<file path="src/rtl/nic_ctl_block.sv">
module nic_ctl_block #(
  parameter int PTR_W = 32
) (
  input  logic             clk,
  input  logic             rst_n,
  input  logic             wr_en,
  input  logic [1:0]       reg_addr,
  input  logic [PTR_W-1:0] wr_data,
  output logic [PTR_W-1:0] rd_data,
  input  logic [7:0]       ev_in,
  input  logic [1:0]       cu_state,
  input  logic [3:0]       ru_state,
  input  logic             cu_ready,
  input  logic             ru_ready,
  output logic             cu_go,
  output logic [3:0]       cu_go_cmd,
  output logic [PTR_W-1:0] cu_go_ptr,
  output logic             ru_go,
  output logic [2:0]       ru_go_cmd,
  output logic [PTR_W-1:0] ru_go_ptr,
  output logic             irq
);
  localparam logic [7:0] ACK_MASK = 8'hFD;
  localparam int PAD_W = PTR_W - 16;

  logic [7:0]       ev_q;
  logic             irq_off_q;
  logic [3:0]       cu_pend_q;
  logic [2:0]       ru_pend_q;
  logic [PTR_W-1:0] ptr_q, cu_ptr_q, ru_ptr_q;

  function automatic logic cu_legal(input logic [3:0] c);
    return c inside {4'd1, 4'd2, 4'd4, 4'd5, 4'd6, 4'd7};
  endfunction

  function automatic logic ru_legal(input logic [2:0] c);
    return c inside {3'd1, 3'd2, 3'd4, 3'd6, 3'd7};
  endfunction

  wire wr_stat = wr_en && (reg_addr == 2'd0);
  wire wr_cmd  = wr_en && (reg_addr == 2'd1);
  wire wr_ptr  = wr_en && (reg_addr == 2'd2);

  wire cu_load = wr_cmd && cu_legal(wr_data[7:4]);
  wire ru_load = wr_cmd && ru_legal(wr_data[2:0]);
  wire cu_take = (cu_pend_q != 4'd0) && cu_ready;
  wire ru_take = (ru_pend_q != 3'd0) && ru_ready;

  wire [7:0] ev_clr = wr_stat ? (wr_data[15:8] & ACK_MASK) : 8'h00;
  wire [7:0] ev_set = (ev_in & ACK_MASK) | {5'b0, wr_cmd & wr_data[9], 2'b0};

  wire [15:0] stat_word = {ev_q, cu_state, ru_state, 2'b00};
  wire [15:0] cmd_word  = {7'b0, irq_off_q, cu_pend_q, 1'b0, ru_pend_q};

  always_ff @(posedge clk or negedge rst_n) begin
    if (!rst_n) begin
      ev_q      <= 8'h00;
      irq_off_q <= 1'b1;
      ptr_q     <= '0;
    end else begin
      ev_q <= (ev_q & ~ev_clr) | ev_set;
      if (wr_cmd) irq_off_q <= wr_data[8];
      if (wr_ptr) ptr_q <= wr_data;
    end
  end

  always_ff @(posedge clk or negedge rst_n) begin
    if (!rst_n) begin
      cu_pend_q <= 4'd0;
      cu_ptr_q  <= '0;
      cu_go     <= 1'b0;
      cu_go_cmd <= 4'd0;
      cu_go_ptr <= '0;
    end else begin
      cu_go     <= cu_take;
      cu_go_cmd <= cu_take ? cu_pend_q : 4'd0;
      if (cu_take) cu_go_ptr <= cu_ptr_q;
      if (cu_load) begin
        cu_pend_q <= wr_data[7:4];
        cu_ptr_q  <= ptr_q;
      end else if (cu_take) begin
        cu_pend_q <= 4'd0;
      end
    end
  end

  always_ff @(posedge clk or negedge rst_n) begin
    if (!rst_n) begin
      ru_pend_q <= 3'd0;
      ru_ptr_q  <= '0;
      ru_go     <= 1'b0;
      ru_go_cmd <= 3'd0;
      ru_go_ptr <= '0;
    end else begin
      ru_go     <= ru_take;
      ru_go_cmd <= ru_take ? ru_pend_q : 3'd0;
      if (ru_take) ru_go_ptr <= ru_ptr_q;
      if (ru_load) begin
        ru_pend_q <= wr_data[2:0];
        ru_ptr_q  <= ptr_q;
      end else if (ru_take) begin
        ru_pend_q <= 3'd0;
      end
    end
  end

  always_comb begin
    case (reg_addr)
      2'd0:    rd_data = {{PAD_W{1'b0}}, stat_word};
      2'd1:    rd_data = {{PAD_W{1'b0}}, cmd_word};
      2'd2:    rd_data = ptr_q;
      default: rd_data = '0;
    endcase
  end

  assign irq = ~irq_off_q & (|ev_q);
endmodule

</file>
<file path="config.mk">
export PLATFORM = sky130hd
export DESIGN_NAME = nic_ctl_block
export DESIGN_NICKNAME = d
export VERILOG_FILES = /design/src/rtl/nic_ctl_block.sv
export SDC_FILE = /design/constraint.sdc
export NUM_CORES = 1
export LEC_CHECK = 0
export ABC_AREA = 1
export BUFFER_PORTS_ARGS = -buffer_cell sky130_fd_sc_hd__buf_2
export CAP_MARGIN = 20
export CORE_UTILIZATION = 47
export CTS_CLUSTER_DIAMETER = 30
export DETAILED_ROUTE_END_ITERATION = 16
export HOLD_SLACK_MARGIN = 0.12
export PLACE_DENSITY_LB_ADDON = 0.25
export SYNTH_ARGS = -nofsm -noshare
export SYNTH_HDL_FRONTEND = slang
export SYNTH_SLANG_ARGS = --single-unit
</file>
<file path="constraint.sdc">
create_clock -name clk -period 3.15 [get_ports clk]
set_input_delay 0.945 -clock clk [delete_from_list [all_inputs] [get_ports clk]]
set_output_delay 0.945 -clock clk [all_outputs]
set_load 0.03 [all_outputs]
</file>
# After elaboration in Yosys (flattened, before gate mapping)
# Index checks and enable logic that the tools add are counted.
[op_classes]
n_eq_ne = 13
bitwise = 7
mux = 8
reduce_logical = 15
[ops]
columns = ["operator", "n"]
rows = [
  ["$pmux W32 S3", 1],
  ["$eq A4 B3 Y1 const B", 4],
  ["$mux W4", 3],
  ["$eq A3 B3 Y1 const B", 3],
  ["$mux W3", 3],
  ["$and A8 B8 Y8", 1],
  ["$mux W8", 1],
  ["$not A8 Y8", 1],
  ["$or A8 B3 Y8", 1],
  ["$or A8 B8 Y8", 1],
  ["$reduce_or A8 Y1", 1],
  ["$logic_and A1 B1 Y1", 7],
  ["$reduce_bool A6 Y1", 1],
  ["$reduce_bool A5 Y1", 1],
  ["$eq A4 B1 Y1 const B", 1],
  ["$eq A4 B2 Y1 const B", 1],
  ["$reduce_bool A2 Y1", 2],
  ["$reduce_bool A4 Y1", 1],
  ["$eq A3 B1 Y1 const B", 1],
  ["$eq A3 B2 Y1 const B", 1],
  ["$reduce_bool A3 Y1", 1],
  ["$and A1 B1 Y1", 2],
  ["$eq A2 B1 Y1 const B", 1],
  ["$eq A2 B2 Y1 const B", 1],
  ["other kinds (2)", 2],
]
[totals]
out_inout_bits = 106
register_bits = 185
wordCells = 56

# Logic depth before layout (Yosys ltp)
# Gate-level depths: netlist (run 1).
[logic_depth]
ltp_word = 6
mapped_depth = 8

# Least setup slack after synthesis (run 1)
# No wires, ideal clock.
[synth_timing]
kind = "input port to output port"
startpoint = "in reg_addr[0]"
endpoint = "out rd_data[10]"
required_ps = 2205
arrival_time_ps = 1962
stages = 4
n_path_buf = 1
setup_slack_ps = 243
path_cell_list = "inv_1 -> nand2_1 -> clkbuf_1 -> o21ai_0"
[synth_between]
elab_chain_cells = 2
word_cells_on_any_way = 4
cone_classes = "eq/ne (2); mux (1); reduce/logical (1)"
[synth_rtl]
columns = ["element", "line", "rtl"]
rows = [
  ["start, declared", "7", "input logic [1:0] reg_addr,"],
  ["$eq A2 B2 Y1 (tied with other cells)", "108", "case (reg_addr)"],
  ["$pmux W32 S3 (*)", "108", ""],
  ["end, declared", "9", "output logic [PTR_W-1:0] rd_data,"],
]
# Every way passes the cells marked *; elsewhere a longest branch is shown, timed or not.

# Worst setup path in the final report (run 1)
[layout_timing]
startpoint = "in reg_addr[0]"
endpoint = "out rd_data[0]"
# Same word-level chain as after synthesis.

==> impl_metrics.toml, run 1 <==
[clock_network]
htreeDepth = 4
cts_made_buffers = 17
ctsResizeCount = 0
ctsRootBufferMaster = "clkbuf_16"
cts_buffer_depth = 2
cts_tree = "done"
cts_setup_buffers = 0
clk_pin_slew_ps = 60
clk_latency_ps = 430
clock_sinks = 184
cts_hold_buf = 0

[setup_path]
setup.worst_path.start_class = "primary input"
crit_fanout = 20
endpoint_kind = "output pin"
worst_ep_required_time_ps = 2200
ff2ff_setup_slack_ps = 1330
worstPathArrival_ps = 1900
reg2reg_from = "cu_pend_q[1]$_DFFE_PN0P_"
r2r_cells = 7
r2r-end = "cu_go_ptr[28]$_DFFE_PN0P_"
timing_worst_setup_path_type = "in -> out"

[synthesis]
ys_seq_elements = 184
synth_top_area_cell = "dfrtp_1"
yosysMostFrequentCell = "nand2_1"
synth-main-ff-cell = "dfrtp_1"
syn-cell-area_um2 = 7260
syn-num-nets = 839
synthAdderAreaFrac_pct = 0
synth_top_family_by_area = "simple AND/OR/NAND/NOR gates"
synth_warnings = 0
synth_edf_count = 0
synth-simple-area-share_pct = 20.7
synthMuxAreaShare_pct = 0
yosys.cell_types.count = 26
ys_seq_area_share_pct = 63.5
synth_compound_area_share_pct = 9.50
netlist_instances = 786
yosys-top-cells-area = "dfrtp_1 (63%), nand2_1 (16%), o21ai_0 (3.4%)"
synthTopCellsByCount = "nand2_1 (307), dfrtp_1 (183), inv_1 (63), o21ai_0 (50), nor2_1 (43)"
syn_avg_cell_area_um2 = 9.23
synth_top_area_share_pct = 63.1
yosys.area_share.xor_xnor_pct = 0
ys_async_sr_fraction_pct = 100

[global_routing]
antenna_found_initial = 0
first_global_vias = 5437
grt_pass1_wl_um = 28800
grt_start_max_net_pins = 66
grt_use_total_pct = 23.9
grt.overflow.total = 0

[power]
power.density_nw_per_um2 = 938
p_int_uw = 5230
p_seq_share_pct = 41.5
leakagePower_uw = 0.00492
switching_share_pct = 37.3
switchingPower_uw = 3100
p_clk_share_pct = 28.2
pwr-share-comb_pct = 30.4
ir_worst_vdd_mv = 0.409

[detailed_routing]
vias = 5654
via_per_inst = 4.96
postRouteAntennaNets = 0
drt_wl_total_um = 17800
dr.first_iter.drc_count = 476
firstDrtPassIters = 5
drc_errors = 0
wl_per_cell_um = 15.6

[hold_path]
hold_class = "in -> async"

[finish]
nets = 992
drive_gt1_share_pct = 24.6
diodes = 0
nFillCells = 1359
syn_to_final_growth_pct = 22.3

[floorplan]
die_h_um = 126
rows = 45
io_pins = 159
fp.coreArea_um2 = 15100
design.die.area_um2 = 15900
initial_utilization_pct = 47.9
die_w_um = 126

[sta]
tightest_slew_ps = 614
fin_hold_ws_ps = 459
finalSetupTns_ps = 0
timing.slew.headroom_pct = 59.0
hold_violations = 0
finClkSkew_ps = 6.77
max_freq_mhz = 352
rsz0062_at_grt = "false"
period_share_pct = 90.3
maxSlewViolCount = 0
min_period_ps = 2840
setup_viol = 0

[job]
maxCapViolCount = 0

[outcome]
status = "completed"

[placed_design]
hpwl_um = 12300
io_buffers = 157
place_congestion = 0.869
cell type report:
cell class	count	area, um^2	share of cell area (%)
clock buffers	20	457	5.14
clock inverters	12	198	2.23
inverters	67	251	2.83
multi-input cells	498	2190	24.7
flip-flops and latches	184	4610	51.9
well taps	188	235	2.65
repair buffers	171	937	10.6
registers in the layout, summed over array words and instances (netlist names), 3 cells and up:
name       flops
ev_q           7
cu_pend_q      4
ru_ptr_q      32
cu_go_ptr     32
cu_ptr_q      32
ru_go_cmd      3
ptr_q         32
ru_pend_q      3
cu_go_cmd      4
ru_go_ptr     32
cell usage in the layout (no fill, tap or decap), drive strengths merged, types with 2 or more instances in the layout:
| cell type | synthesis | routed |
|---|---|---|
| o21ai | 92 | 92 |
| clkinv | 2 | 7 |
| nand3 | 16 | 16 |
| clkbuf | 11 | 21 |
| clkinvlp | 0 | 2 |
| o22ai | 2 | 2 |
| nand4 | 4 | 4 |
| o221ai | 5 | 5 |
| nor2 | 44 | 44 |
| buf | 26 | 170 |
| a21oi | 19 | 19 |
| nand2 | 312 | 312 |
| inv | 65 | 65 |
| dfrtp | 183 | 183 |
| bufinv | 0 | 5 |
metrics by stage:
step	setup WS [ps]	cell area (um^2)	power, uW	std cells	util (%)
after detailed placement	311	8220	6040	1108	54.3
after global routing	285	8880	8780	1140	58.6
after global placement	320	8220	6000	1108	54.3
final	306	8880	8330	1140	58.6
after CTS	311	8880	8400	1140	58.6
after floorplan	243	7260	5150	786	-
worst max-delay path, cell delays in order:
cell	delay, ps
buf_2	130
inv_1	80
nand2_1	70
buf_4	220
o22ai_1	220
buf_2	240
power groups by stage:
stage	sequential (uW)	combinational (uW)	clock, uW
after floorplan	4250	909	0
after global placement	3480	2510	0
after detailed placement	3490	2560	0
after CTS	3460	2570	2370
after global routing	3530	2770	2470
final	3450	2530	2350
per-layer routing:
layer / wire length [um] / global-route usage (%)
met5: 0 / 0
met3: 1090 / 5.61
met4: 294 / 8.36
met1: 7810 / 31.5
met2: 8610 / 38.8
cells by family (layout without fill, tap and decap cells):
kind of cell           Yosys count  count (layout)
AO/OA/AOI/OAI                  120             120
buffers and inverters          104             270
flip-flops                     184             184
AND/OR/NAND/NOR                378             378
worst max-delay path by stage:
stage | start | endpoint | cells past startpoint | slack, ps
after global placement | reg_addr[0] | rd_data[0] | 6 | 320
after detailed placement | reg_addr[0] | rd_data[0] | 6 | 310
after floorplan | reg_addr[0] | rd_data[10] | 4 | 240
final | reg_addr[0] | rd_data[0] | 6 | 310
after global routing | reg_addr[0] | rd_data[0] | 6 | 290
after CTS | reg_addr[0] | rd_data[0] | 6 | 310
No activity file was read; power rests on OpenSTA's default activity.
==> run 2: changes to the inputs <==
Settings changed: ABC_AREA 1 to 0, PLACE_DENSITY_LB_ADDON 0.25 to 0.05.
==> impl_metrics.toml, run 2 <==
[synthesis]
synth_top_area_share_pct = 60.7
netlist_instances = 470
yosysMostFrequentCell = "dfrtp_1"
synth_top_area_cell = "dfrtp_1"
synth-main-ff-cell = "dfrtp_1"
yosys.cell_types.count = 33
ys_seq_elements = 184
ys_seq_area_share_pct = 61.0
synth_edf_count = 0
syn-cell-area_um2 = 7550
syn-num-nets = 523
synthTopCellsByCount = "dfrtp_1 (183), mux2_2 (105), mux2_4 (58), and2_1 (24), nand2_1 (14)"
syn_avg_cell_area_um2 = 16.1
ys_async_sr_fraction_pct = 100
yosys-top-cells-area = "dfrtp_1 (61%), mux2_2 (16%), mux2_4 (12%)"
synth_warnings = 0

[clock_network]
ctsResizeCount = 0
cts_tree = "done"
cts_hold_buf = 0
clk_latency_ps = 420
ctsRootBufferMaster = "clkbuf_16"
cts_buffer_depth = 2
clk_pin_slew_ps = 60
htreeDepth = 4
cts_setup_buffers = 0
cts_made_buffers = 17
clock_sinks = 184

[setup_path]
timing_worst_setup_path_type = "in -> out"
r2r_cells = 3
crit_fanout = 20
worst_ep_required_time_ps = 2200
setup.worst_path.start_class = "primary input"
r2r-end = "ru_go_ptr[6]$_DFFE_PN0P_"
reg2reg_from = "ru_pend_q[0]$_DFFE_PN0P_"
startpoint = "reg_addr[1]"
endpoint_kind = "output pin"
ff2ff_setup_slack_ps = 1150
worstPathArrival_ps = 1870
cp-endpoint = "rd_data[31]"

[detailed_routing]
dr.first_iter.drc_count = 147
wl_per_cell_um = 18.1
drc_errors = 0
drt_wl_total_um = 15700
postRouteAntennaNets = 0
via_per_inst = 5.02
vias = 4344
firstDrtPassIters = 4

[sta]
min_period_ps = 2810
setup_viol = 0
period_share_pct = 89.3
finClkSkew_ps = 5.10
finalSetupTns_ps = 0
hold_violations = 0
tightest_slew_ps = 1030
maxSlewViolCount = 0
timing.slew.headroom_pct = 30.9
max_freq_mhz = 356
rsz0062_at_grt = "false"

[power]
power.density_nw_per_um2 = 896
p_total_uw = 8300
ir_worst_vdd_mv = 0.511
leakagePower_uw = 0.00469

[global_routing]
antenna_found_initial = 0
grt_pass1_wl_um = 25200
grt_start_max_net_pins = 68
grt.overflow.total = 0
first_global_vias = 4611
grt_use_total_pct = 20.5

[job]
maxCapViolCount = 0

[floorplan]
fp.coreArea_um2 = 15400
initial_utilization_pct = 48.9
io_pins = 159
rows = 45
design.die.area_um2 = 16600
die_h_um = 129
die_w_um = 129

[finish]
layout_common_cells = "dfrtp_1 (183), buf_2 (156), mux2_2 (105)"
mostFrequentLayoutCell = "dfrtp_1"
diodes = 0
nets = 695
syn_to_final_growth_pct = 22.7
drive_gt1_share_pct = 57.9

[placed_design]
io_buffers = 157
place_congestion = 0.726
hpwl_um = 10600

[outcome]
status = "completed"

[hold_path]
hold_class = "reg -> reg"
## run 2: cell type report
| type | count | area, um^2 |
|---|---|---|
| clock inverters | 15 | 176 |
| multi-input cells | 261 | 2780 |
| inverters | 3 | 11.3 |
| fillers | 1307 | 6170 |
| well taps | 211 | 264 |
| repair buffers | 175 | 1000 |
| clock buffers | 17 | 425 |
| flip-flops and latches | 184 | 4610 |
## run 2: kinds of logic after synthesis
logic type             count (synthesis)  synth area share (%)
AO/OA/AOI/OAI                         21                  2.49
AND/OR/NAND/NOR                       59                  4.41
flip-flops                           184                  61.0
multiplexers                         179                  29.4
buffers and inverters                 25                  2.47
XOR/XNOR                               2                 0.232
## run 2: power by group
group          internal (uW)  switching, uW  total (uW)
Clock                   1250            914        2170
Combinational           1110           1420        2530
Sequential              3150            454        3600
## run 2: worst min path at each step
stage	from	end	slack, ps	cells past startpoint
4_1_cts	cu_ptr_q[31]$_DFFE_PN0P_	cu_go_ptr[31]$_DFFE_PN0P_	490	1
2_1_floorplan	cu_ptr_q[31]$_DFFE_PN0P_	cu_go_ptr[31]$_DFFE_PN0P_	450	1
3_3_place_gp	cu_ptr_q[31]$_DFFE_PN0P_	cu_go_ptr[31]$_DFFE_PN0P_	460	1
6_report	cu_ptr_q[31]$_DFFE_PN0P_	cu_go_ptr[31]$_DFFE_PN0P_	480	1
5_1_grt	cu_go_ptr[18]$_DFFE_PN0P_	cu_go_ptr[18]$_DFFE_PN0P_	510	1
3_5_place_dp	cu_ptr_q[14]$_DFFE_PN0P_	cu_go_ptr[14]$_DFFE_PN0P_	480	1
## run 2: metal layers
layer | global-route usage, % | part of all wire (%) | vias up
met5 | 0 | 0 | -
met4 | 7.06 | 1.1 | 0
met3 | 5.70 | 5.4 | 11
met2 | 32.5 | 47 | 95
met1 | 27.2 | 46 | 2247
li1 | - | - | 1991
## run 2: through the flow
step           area, um^2  hold WS (ps)  setup slack [ps]  util (%)  std cells
2_1_floorplan        7550           452               108         -        470
3_3_place_gp         8660           465               298      56.1        834
3_5_place_dp         8660           477               286      56.1        834
4_1_cts              9260           492               330      60.0        866
5_1_grt              9260           514               284      60.0        866
6_report             9260           483               338      60.0        866
## run 2: critical path, cell delays in order
cell and delay [ps]:
buf_2 150, nor2b_2 210, buf_12 190, and2_1 160, buf_2 200
==> run 3: changes to the inputs <==
Clock period 3.15 ns to 3.12 ns, I/O delays scaled along.
==> impl_metrics.toml, run 3 (synthesis gave the netlist of run 2 again) <==
[outcome]
status = "completed"

[setup_path]
crit_buf_inv = 3
worstPathArrival_ps = 1860
setup.worst_path.start_class = "primary input"
crit_top_cell = "buf_2"
crit_family = "buffers and inverters"
slowest_delay_ps = 230
worst_ep_required_time_ps = 2180
timing_worst_setup_path_type = "in -> out"
crit_fanout = 8
endpoint_kind = "output pin"
ff2ff_setup_slack_ps = 1030
crit_slowest_cell = "buf_2"
crit_path_cell_trace = "buf_2, nor2b_1, buf_4, nand2_1, o21ai_0, buf_2"

[sta]
timing.slew.headroom_pct = 43.7
setup_ws_ps = 325
hold_violations = 0
fin_hold_ws_ps = 486
finalSetupTns_ps = 0
tightest_slew_ps = 845
finClkSkew_ps = 7.98
maxSlewViolCount = 0
rsz0062_at_grt = "false"
min_period_ps = 2800
period_share_pct = 89.6
max_freq_mhz = 358
setup_viol = 0

[global_routing]
first_global_vias = 4470
grt_use_total_pct = 20.2
grt.overflow.total = 0
antenna_found_initial = 0
grt_start_max_net_pins = 65
grt_pass1_wl_um = 24900

[detailed_routing]
via_per_inst = 4.97
dr.first_iter.drc_count = 175
drc_errors = 0
postRouteAntennaNets = 0
vias = 4308
wl_per_cell_um = 17.9
drt_wl_total_um = 15500
firstDrtPassIters = 4

[finish]
diodes = 0
nets = 696
drive_gt1_share_pct = 57.8
layout_common_cells = "dfrtp_1 (183), buf_2 (156), mux2_2 (105)"
syn_to_final_growth_pct = 23.2
final_util_pct = 60.3
nFillCells = 1255
mostFrequentLayoutCell = "dfrtp_1"

[floorplan]
initial_utilization_pct = 48.9
design.die.area_um2 = 16600
die_w_um = 129
io_pins = 159
rows = 45
die_h_um = 129
fp.coreArea_um2 = 15400

[clock_network]
clk_pin_slew_ps = 60
cts_hold_buf = 0
cts_setup_buffers = 0
htreeDepth = 4
cts_made_buffers = 17
cts_buffer_depth = 2
ctsRootBufferMaster = "clkbuf_16"
cts_tree = "done"
ctsResizeCount = 0
clock_sinks = 184
clk_latency_ps = 410

[power]
power.density_nw_per_um2 = 901
p_total_uw = 8380
leakagePower_uw = 0.00470
ir_worst_vdd_mv = 0.502

[hold_path]
hold_class = "reg -> reg"

[job]
maxCapViolCount = 0

[placed_design]
io_buffers = 157
place_congestion = 0.745
hpwl_um = 10400
dp_slack_ps = 304
[run 3: cell types whose count changed in the layout (fill, tap and decap cells not counted), sizes merged]
cell / delta
clkinvlp: +1
clkbuf: +4
inv: -2
clkinv: -3
buf: +1
[run 3: layout make-up]
| type | instances | area (um^2) | share of cell area, % |
|---|---|---|---|
| flip-flops and latches | 184 | 4610 | 49.5 |
| multi-input cells | 261 | 2780 | 29.8 |
| clock inverters | 11 | 144 | 1.55 |
| inverters | 3 | 11.3 | 0.121 |
| clock buffers | 21 | 470 | 5.06 |
| well taps | 211 | 264 | 2.84 |
| repair buffers | 176 | 1030 | 11.1 |
[run 3: path summary, 6_finish.rpt]
kind,startpoint,cells after the start,end
min in group asynchronous,rst_n,1,cu_ptr_q[9]$_DFFE_PN0P_
max reg2reg,cu_pend_q[3]$_DFFE_PN0P_,4,cu_go_ptr[27]$_DFFE_PN0P_
min,cu_ptr_q[15]$_DFFE_PN0P_,1,cu_go_ptr[15]$_DFFE_PN0P_
min reg2reg,cu_ptr_q[15]$_DFFE_PN0P_,1,cu_go_ptr[15]$_DFFE_PN0P_
max in group asynchronous,rst_n,2,ptr_q[31]$_DFFE_PN0P_
max,reg_addr[0],6,rd_data[2]
[run 3: routing by layer]
metal  track usage [%]  vias up  share of wire (%)
met5                 0        -                  0
met4              4.64        0               0.63
met3              6.32        6                5.9
met2              31.7      108                 47
met1              27.6     2200                 47
li1                  -     1994                  -
[run 3: power breakdown]
group          switching [uW]  internal [uW]  total, uW  leakage [uW]
logic                    1430           1120       2550       0.00217
registers                 449           3180       3630       0.00224
clock network             878           1320       2200      0.000291
total                    2760           5620       8380       0.00470
[run 3: metrics by stage]
step / instance area (um^2) / std cells
floorplan: 7550 / 470
global placement: 8670 / 834
detailed placement: 8670 / 834
CTS: 9290 / 866
global route: 9300 / 867
finish: 9300 / 867
